File: src/rtl/time_tag_counter.sv
module time_tag_counter #(
  parameter int CNT_W   = 16,
  parameter int SEL_W   = 3,
  parameter int MAX_SEL = 5
) (
  input  logic             clk,
  input  logic             rst_n,
  input  logic             tick_us,
  input  logic [SEL_W-1:0] res_sel,
  input  logic             sw_mode,
  input  logic             sw_step,
  input  logic             soft_clr,
  input  logic             host_wr,
  input  logic [CNT_W-1:0] host_wdata,
  output logic [CNT_W-1:0] host_rdata,
  input  logic             clr_on_sync,
  input  logic             load_on_sync,
  input  logic             sync_nodata,
  input  logic             sync_data_ev,
  input  logic [CNT_W-1:0] sync_data,
  input  logic             som,
  input  logic             eom,
  output logic [CNT_W-1:0] cap_som,
  output logic [CNT_W-1:0] cap_eom,
  output logic             roll_pulse,
  output logic             roll_sts,
  input  logic             roll_ack
);
  localparam int PRE_W = MAX_SEL + 1;
  localparam logic [SEL_W-1:0] SEL_TOP = SEL_W'(MAX_SEL);

  logic [CNT_W-1:0] cnt_q;
  logic [PRE_W-1:0] pre_q;
  logic [SEL_W-1:0] sel_q;

  wire [SEL_W-1:0] sel_eff  = (res_sel > SEL_TOP) ? SEL_TOP : res_sel;
  wire [PRE_W-1:0] pre_last = {PRE_W{1'b1}} >> (SEL_TOP - sel_eff);
  wire             sel_chg  = sel_eff != sel_q;
  wire             hw_tick  = tick_us & ~sw_mode & ~sel_chg;
  wire             pre_end  = hw_tick & (pre_q == pre_last);
  wire             inc      = sw_mode ? sw_step : pre_end;
  wire             do_load  = sync_data_ev & load_on_sync;
  wire             do_clr   = sync_nodata & clr_on_sync;
  wire             overrule = soft_clr | host_wr | do_load | do_clr;
  wire             wrap     = ~overrule & inc & (&cnt_q);

  assign host_rdata = cnt_q;

  always_ff @(posedge clk or negedge rst_n) begin
    if (!rst_n) begin
      pre_q <= '0;
      sel_q <= '0;
    end else begin
      sel_q <= sel_eff;
      if (soft_clr || sel_chg || sw_mode)
        pre_q <= '0;
      else if (hw_tick)
        pre_q <= pre_end ? '0 : pre_q + 1'b1;
    end
  end

  always_ff @(posedge clk or negedge rst_n) begin
    if (!rst_n)         cnt_q <= '0;
    else if (soft_clr)  cnt_q <= '0;
    else if (host_wr)   cnt_q <= host_wdata;
    else if (do_load)   cnt_q <= sync_data;
    else if (do_clr)    cnt_q <= '0;
    else if (inc)       cnt_q <= cnt_q + 1'b1;
  end

  always_ff @(posedge clk or negedge rst_n) begin
    if (!rst_n) begin
      cap_som    <= '0;
      cap_eom    <= '0;
      roll_pulse <= 1'b0;
      roll_sts   <= 1'b0;
    end else begin
      if (som) cap_som <= cnt_q;
      if (eom) cap_eom <= cnt_q;
      roll_pulse <= wrap;
      roll_sts   <= wrap | (roll_sts & ~roll_ack);
    end
  end
endmodule

File: config.mk
export PLATFORM = sky130hd
export DESIGN_NAME = time_tag_counter
export DESIGN_NICKNAME = d
export VERILOG_FILES = /design/src/rtl/time_tag_counter.sv
export SDC_FILE = /design/constraint.sdc
export NUM_CORES = 1
export LEC_CHECK = 0
export BUFFER_PORTS_ARGS = -buffer_cell sky130_fd_sc_hd__buf_2
export CAP_MARGIN = 15
export CORE_MARGIN = 10
export CORE_UTILIZATION = 29
export CTS_BUF_LIST = sky130_fd_sc_hd__clkbuf_4
export CTS_CLUSTER_DIAMETER = 100
export DETAILED_ROUTE_END_ITERATION = 8
export GPL_ROUTABILITY_DRIVEN = 1
export SETUP_SLACK_MARGIN = 0.4
export SLEW_MARGIN = 30
export SYNTH_ARGS = -nofsm -noshare
export SYNTH_HDL_FRONTEND = slang
export SYNTH_SLANG_ARGS = --single-unit
File: constraint.sdc
create_clock -name clk -period 3 [get_ports clk]
set_input_delay 0.3 -clock clk [delete_from_list [all_inputs] [get_ports clk]]
set_output_delay 0.3 -clock clk [all_outputs]
set_load 0.02 [all_outputs]
Yosys cells after proc, flatten, opt, wreduce, memory -nomap -nowiden

Index checks and enable logic that the tools add are counted.

Flip-flop bits (word level): 59
Latch bits: 0
Bits in writable memories: 0
ROM bits: 0
Input port bits: 49
Output and inout port bits: 50
Logic and storage cells: 45
Memories: 0

Add/subtract/negate cells: 3
Multiply operators: 0
Div/mod/pow operators: 0
Order comparisons: 1
Equal/unequal tests: 2
Shifts and indexed selects: 1
Mux-type cells: 10
Bitwise operators: 16
Reduce and logical (&&, ||, !) cells: 5

Operators with widths:

| operator                                              | number |
|---|---|
| two-way mux 16 bit                                    | 5 |
| two-way mux 6 bit                                     | 3 |
| adder 16 x 1 -> 16 bit (second input constant)        | 1 |
| AND reduction 16 bit                                  | 1 |
| AND 1 bit                                             | 8 |
| adder 6 x 1 -> 6 bit (second input constant)          | 1 |
| equality test 6 bit                                   | 1 |
| >> shifter 6 x 3 -> 6 bit (first input constant)      | 1 |
| nonzero test 5 bit                                    | 1 |
| NOT 1 bit                                             | 4 |
| OR 1 bit                                              | 4 |
| greater-than comparator 3 bit (second input constant) | 1 |
| two-way mux 3 bit                                     | 1 |
| != test 3 bit                                         | 1 |
| subtractor 3 bit (first input constant)               | 1 |
| logical OR 1 bit                                      | 2 |
| nonzero test 2 bit                                    | 1 |
| two-way mux 1 bit                                     | 1 |

Depth between registers and ports, before layout

Gate-level depths: netlist of run 1.

Depth in word-level cells: 12
Depth in mapped cells: 11
Gate-level depth less buffers: 9

Worst setup path after synthesis of run 1

Ideal clock, no wire load.

Path kind: input port to flip-flop
From: input port res_sel[1]
To: register cnt_q[0] (netlist: host_rdata[0])
Arrival: 2281 ps
Setup slack: 594 ps
Cell stages on the path: 10
Path buffers: 2
Path through: buf_4 nand2b_1 ha_1 a21boi_0 nand4_1 a211o_1 o31a_4 nand2_4 buf_12 mux2_4

Longest elaborated chain between the ends: 8

Ends and longest elaborated chain:

| element                                                | line   | text |
|---|---|---|
| start, declared                                        | 9      | `input logic [SEL_W-1:0] res_sel,` |
| greater-than comparator 3 bit                          | 36     | `wire [SEL_W-1:0] sel_eff = (res_sel > SEL_TOP) ? SEL_TOP : res_sel;` |
| two-way mux 3 bit *                                    | 36     |  |
| subtractor 3 bit or != test 3 bit (tied branches)      | 37, 38 |  |
| >> shifter 6 x 3 -> 6 bit or NOT 1 bit (tied branches) | 37, 39 |  |
| equality test 6 bit or AND 1 bit (tied branches)       | 40, 39 |  |
| AND 1 bit *                                            | 40     | `wire pre_end = hw_tick & (pre_q == pre_last);` |
| two-way mux 1 bit *                                    | 41     | `wire inc = sw_mode ? sw_step : pre_end;` |
| nonzero test 5 bit (no source line) *                  | n/a    |  |
| end signal, assigned                                   | 65     | `else if (host_wr) cnt_q <= host_wdata;` |
| end signal, assigned                                   | 66     | `else if (do_load) cnt_q <= sync_data;` |
| end signal, assigned                                   | 68     | `else if (inc) cnt_q <= cnt_q + 1'b1;` |
| end, declared                                          | 32     | `logic [CNT_W-1:0] cnt_q;` |

Every way passes the cells marked *; elsewhere a longest branch is shown, timed or not.
A chain may end at the register's enable or synchronous reset.

Worst setup path after layout of run 1

From: register sel_q[1]
To: register cnt_q[10] (netlist: host_rdata[10])

Longest elaborated chain between the ends: 6

Ends and longest elaborated chain:

| element                             | line | text |
|---|---|---|
| start, declared                     | 34   | `logic [SEL_W-1:0] sel_q;` |
| start signal, assigned              | 54   | `sel_q <= sel_eff;` |
| != test 3 bit                       | 38   | `wire sel_chg = sel_eff != sel_q;` |
| NOT 1 bit                           | 39   | `wire hw_tick = tick_us & ~sw_mode & ~sel_chg;` |
| AND 1 bit                           | 39   |  |
| AND 1 bit                           | 40   |  |
| two-way mux 1 bit                   | 41   |  |
| nonzero test 5 bit (no source line) | n/a  |  |

No other way between the ends.

==> results of run 1 <==
==> cell families (layout without fill, tap and decap cells) <==
family / Yosys count / after routing / synth area share, %
compound gates: 48 / 48 / 11.1
fa+ha+maj: 4 / 4 / 1.54
buf+inv: 27 / 126 / 3.76
mux: 47 / 47 / 17.2
xor+xnor: 16 / 16 / 4.30
flops: 59 / 59 / 45.3
other cells: 0 / 1 / 0
simple gates: 93 / 93 / 16.9
==> cells in the mapped netlist, types with 3 or more instances <==
cell / instances
a21o_1: 3
a21oi_1: 8
a221oi_1: 12
and3_1: 4
and4_1: 3
clkbuf_1: 15
dfrtp_1: 59
ha_1: 4
inv_1: 8
mux2_2: 36
mux2_4: 9
nand2_1: 18
nand2b_1: 4
nand3_1: 10
nand4_1: 4
nor2_1: 6
nor2b_1: 11
nor3_1: 19
o21ai_0: 8
xnor2_1: 8
xor2_1: 8
==> stage by stage <==
stage          total power, µW  area [µm²]  instances
2_1_floorplan             1230        3260        294
3_3_place_gp              1400        3850        516
3_5_place_dp              1410        3850        516
4_1_cts                   2150        4030        532
5_1_grt                   2220        4050        533
6_report                  2110        4050        534
==> power breakdown <==
group	internal (µW)	switching (µW)
combinational	190	255
sequential	871	73.1
clock	426	297
==> routing by layer <==
metal	part of all wire (%)	wire length, µm	vias to the layer above	global-route usage [%]
met5	0	0	-	0
met4	0.72	67	0	2.61
met3	8.5	792	8	4.95
met2	44	4160	92	17.8
met1	46	4350	1300	15.4
li1	-	-	1278	-
==> state kept, by name (all words and copies together) (netlist names) <==
register / count
sel_q: 3
roll_pulse: 1
roll_sts: 1
cap_eom: 16
cap_som: 16
pre_q: 6
host_rdata: 16
==> repair_timing <==
item | in CTS | in global routing
hold buffers | 0 | 1
endpoints found under the hold margin | 0 | 36
setup buffers | 0 | 0
gates resized for setup | 0 | 0
==> cell type report <==
type                       count  area share [%]
antenna                        1          0.0618
clock buffer                  10            1.85
clock inverter                 6            2.56
inverter                       8           0.742
multi-input combinational    208            41.0
sequential                    59            36.5
tap                          140            4.33
timing repair buffer         102            13.0
==> worst max-delay path, delay by kind of cell, from the launching register on <==
kind	cells	cell delay, ns
mux	1	0.37
flops	1	0.40
compound gates	3	0.87
simple gates	2	0.50
==> final timing paths <==
| kind | slack [ns] | startpoint | endpoint |
|---|---|---|---|
| min | 0.09 | res_sel[2] | sel_q[2]$_DFF_PN0_ |
| max in group asynchronous | 2.05 | rst_n | cap_som[0]$_DFFE_PN0P_ |
| max reg2reg | 0.73 | sel_q[1]$_DFF_PN0_ | host_rdata[10]$_DFFE_PN0P_ |
| min reg2reg | 0.49 | roll_sts$_DFF_PN0_ | roll_sts$_DFF_PN0_ |
| max | 0.73 | sel_q[1]$_DFF_PN0_ | host_rdata[10]$_DFFE_PN0P_ |
| min in group asynchronous | 0.39 | rst_n | host_rdata[13]$_DFFE_PN0P_ |
==> flow_summary.json, run 1 <==
{
  "rr_worst_depth": 6,
  "finClkSkew_ns": 0.0157,
  "io_pins": 99,
  "grt_pass1_wl_mm": 15.4,
  "area_growth_pct": 24.2,
  "drt_wl_total_mm": 9.37,
  "leakagePower_uw": 0.00201,
  "ant_nets": 0,
  "htree_levels": 3,
  "max_stage_delay_ns": 0.42,
  "post_route_cells_drive_above_1_share_pct": 42.2,
  "arrival_ns": 2.56,
  "fp.coreArea_um2": 10900,
  "die_h_um": 126,
  "hold_viol_final": 0,
  "final_common_cell": "buf_2",
  "place_congestion": 0.788,
  "synth_edf_count": 0,
  "finalCriticalPeriod_ns": 2.27,
  "synthesis.nets": 347,
  "track_usage_pct": 11.8,
  "clk_path_buf_depth": 2,
  "worst_hold_path_type": "in2reg",
  "dpl.hpwl_mm": 7.09,
  "nFillCells": 1126,
  "drc_errors": 0,
  "post-place-ws_ns": 0.299,
  "fin_crit_sh_pct": 75.8,
  "powerDensity_nw_per_um2": 522,
  "synth_area_um2": 3260,
  "synth_flop_cell": "dfrtp_1",
  "numCtsBuffers": 9,
  "endpoint_kind": "flop",
  "maxSlewViolCount": 0,
  "final-seq-area_um2": 1480,
  "ys_top_cells_by_area": "dfrtp_1, mux2_2, mux2_4",
  "die_w_um": 126,
  "setup_tns_ns": 0,
  "die_area_um2": 15900,
  "grt_start_max_net_pins": 39,
  "grt_pass1_vias": 2820,
  "crit_required_ns": 3.29,
  "fmax_ghz": 0.440,
  "yosys.area.top_type": "dfrtp_1",
  "outcome": "completed",
  "dr.pass1.iters": 4,
  "worstSkewPairLatency_ns": 0.41,
  "avgSynthCellArea_um2": 11.1,
  "yosysSeqAreaShare_pct": 45.3,
  "clk_pin_slew_ns": 0.10,
  "cp_slowest_cell": "o31a_4",
  "grt_overflow": 0,
  "clkSinkCount": 59,
  "layout_setup_ws_ns": 0.725,
  "nets": 441,
  "synth_top_area_share_pct": 45.3,
  "rsz0062_at_grt": "false",
  "yosys_warnings": 0,
  "cts-root-buf": "clkbuf_4",
  "placementRows": 38,
  "maxCapViolations": 0,
  "initial_core_util_pct": 29.8,
  "cts_tree": "done",
  "setup_viol": 0,
  "critPathLaunchType": "flop",
  "vias_per_cell": 5.01,
  "tightest_slew_ns": 0.710,
  "final_util_pct": 37.0,
  "ys_seq_elements": 59,
  "min_path_cells": 1,
  "drt-initial-drc-count": 132,
  "timing.hold.ws_ns": 0.0897,
  "ys_async_sr_fraction_pct": 100,
  "placement.io_buffers": 98,
  "wire_per_inst_um": 17.5,
  "num_vias": 2678,
  "relSlewSlack_pct": 52.7,
  "multiInputGateArea_um2": 1660,
  "cp_cell_sequence": "and4bb_1 -> a22oi_1 -> a211o_1 -> o31a_4 -> nand2_4 -> mux2_2",
  "path_class": "reg2reg",
  "final_cell_mix": "buf_2, dfrtp_1, mux2_2",
  "cp_max_fo": 14,
  "synth_cells": 294,
  "peakVddDrop_mv": 0.338,
  "antenna_found_initial": 1,
  "synth_cell_type_count": 47
}
No activity file was read; power rests on OpenSTA's default activity.
==> inputs of run 2 (changes only) <==
Clock period 3 ns to 2.13 ns, I/O delays scaled along.
==> flow_summary.json, run 2 (synthesized netlist as in run 1, its figures left out) <==
{
  "cpLargestDelayFamily": "compound AO/OA/AOI/OAI gates",
  "setup_viol": 0,
  "area_growth_pct": 34.7,
  "post_route_cells_drive_above_1_share_pct": 49.6,
  "placementRows": 38,
  "stdcell_count": 563,
  "wl_met3_um": 802,
  "place_congestion": 0.836,
  "nets": 471,
  "outcome": "completed",
  "drt-initial-drc-count": 111,
  "initial_core_util_pct": 29.8,
  "cts_tree": "done",
  "num_vias": 2819,
  "relSlewSlack_pct": 66.7,
  "clk_pin_slew_ns": 0.10,
  "fin_crit_sh_pct": 95.2,
  "final_common_cell": "buf_2",
  "dpl.hpwl_mm": 7.49,
  "endpoint_kind": "flop",
  "track_usage_pct": 12.8,
  "dr.pass1.iters": 4,
  "grt_pass1_wl_mm": 16.5,
  "cp_max_fo": 7,
  "drc_errors": 0,
  "clkPwrFrac_pct": 28.6,
  "swShare_pct": 31.5,
  "worst_hold_path_type": "in2reg",
  "powerDensity_nw_per_um2": 650,
  "cp_slowest_cell": "dfrtp_1",
  "timing.hold.ws_ns": 0.0675,
  "dp_cells": 536,
  "final_cell_mix": "buf_2, dfrtp_1, mux2_2",
  "met2WireLength_mm": 4.71,
  "wl_met1_mm": 4.48,
  "max_stage_delay_ns": 0.39,
  "crit_cells": 6,
  "crit_required_ns": 2.43,
  "num_antenna_cells": 0,
  "grt_start_max_net_pins": 41,
  "fp.coreArea_um2": 10900,
  "r2r_end": "host_rdata[7]$_DFFE_PN0P_",
  "drt_wl_total_mm": 10.1,
  "maxCapViolations": 0,
  "finalPower_uw": 2850,
  "io_pins": 99,
  "numCtsBuffers": 9,
  "clk_path_buf_depth": 2,
  "die_w_um": 126,
  "fmax_ghz": 0.493,
  "peakVddDrop_mv": 0.306,
  "path_class": "reg2reg",
  "ant_nets": 0,
  "r2r_start": "sel_q[1]$_DFF_PN0_",
  "placement.io_buffers": 98,
  "internal-power_uw": 1960,
  "rsz0062_at_grt": "true",
  "p_switching_uw": 899,
  "htree_levels": 3,
  "critPathLaunchType": "flop",
  "r2r_setup_slack_ns": 0.10,
  "arrival_ns": 2.32,
  "worst-path-buf-inv": 0,
  "wire_per_inst_um": 17.9,
  "comb_power_share_pct": 25.5,
  "cts-root-buf": "clkbuf_4",
  "dr.max_layer_used": "met4",
  "worstSkewPairLatency_ns": 0.41,
  "vias_per_cell": 5.01,
  "rr_worst_depth": 6,
  "leakagePower_uw": 0.00217,
  "finalCriticalPeriod_ns": 2.03,
  "seqPwrFrac_pct": 45.9,
  "tightest_slew_ns": 0.499,
  "crit_path_start": "sel_q[1]$_DFF_PN0_",
  "grt_overflow": 0,
  "cp_cell_sequence": "and4bb_1 -> a211oi_2 -> a211o_1 -> o31a_4 -> nand2_8 -> mux2_2",
  "clkSinkCount": 59,
  "die_h_um": 126,
  "die_area_um2": 15900,
  "finClkSkew_ns": 0.0205,
  "antenna_found_initial": 0,
  "maxSlewViolCount": 0,
  "critPathCapture": "host_rdata[7]$_DFFE_PN0P_",
  "hold_viol_final": 0,
  "grt_pass1_vias": 3068
}
## run 2: cell types whose count changed in the layout (fill, tap and decap cells not counted), moves of 3 or more
| cell | change |
|---|---|
| dfrtp_2 | +3 |
| buf_4 | +23 |
| clkbuf_4 | +3 |
| o21ai_0 | -7 |
| dfrtp_1 | -3 |
| o21ai_1 | +6 |
## run 2: final cells by class
cell class,count,area (µm²)
Clock inverter,3,38.8
Tap cell,140,175
Sequential cell,59,1480
Multi-Input combinational cell,209,1790
Inverter,8,30.0
Timing Repair Buffer,131,781
Clock buffer,13,97.6
Fill cell,1112,6550
## run 2: power groups by stage
| stage | Combinational, µW | Sequential (µW) | Clock (µW) |
|---|---|---|---|
| 2_1_floorplan | 279 | 1460 | 0 |
| 3_3_place_gp | 697 | 1330 | 0 |
| 3_5_place_dp | 706 | 1330 | 0 |
| 4_1_cts | 728 | 1310 | 855 |
| 5_1_grt | 791 | 1330 | 903 |
| 6_report | 728 | 1310 | 815 |
## run 2: through the flow
step / TNS [ns] / utilization [%] / cell area [µm²] / setup WS, ns
after floorplan: -0.0168 / - / 3290 / -0.00187
after global placement: -1.88 / 37.1 / 4060 / -0.163
after detailed placement: -2.61 / 37.1 / 4060 / -0.217
after CTS: 0 / 39.6 / 4330 / 0.147
after global routing: 0 / 40.1 / 4390 / 0.0278
final: 0 / 40.1 / 4390 / 0.103
## run 2: worst min-delay path by stage
stage / from / end / slack (ns) / depth (start not counted)
6_report: roll_ack / roll_sts$_DFF_PN0_ / 0.07 / 3
2_1_floorplan: rst_n / cap_eom[0]$_DFFE_PN0P_ / -0.08 / 0
3_5_place_dp: rst_n / cap_som[6]$_DFFE_PN0P_ / 0.21 / 1
5_1_grt: roll_ack / roll_sts$_DFF_PN0_ / 0.06 / 3
4_1_cts: res_sel[0] / sel_q[0]$_DFF_PN0_ / 0.03 / 2
3_3_place_gp: rst_n / cap_som[13]$_DFFE_PN0P_ / 0.20 / 1
## run 2: repair_timing
action                     in CTS  in global routing
setup buffers                   6                  3
hold buffers                    1                  0
resized for setup              21                  9
pin swaps                      11                  7
hold endpoints to repair       19                  0
setup endpoints to repair      24                 24
cloned                          1                  0
## run 2: worst register-to-register path, cell delays in order, from the launching register on
cell      delay (ns)
dfrtp_1         0.39
and4bb_1        0.29
a211oi_2        0.08
a211o_1         0.32
o31a_4          0.36
nand2_8         0.14
mux2_2          0.34
## run 2: routing by layer
metal,up-vias,GRT usage (%)
li1,1335,-
met1,1382,15.8
met2,95,20.2
met3,7,4.28
met4,0,5.02
met5,-,0
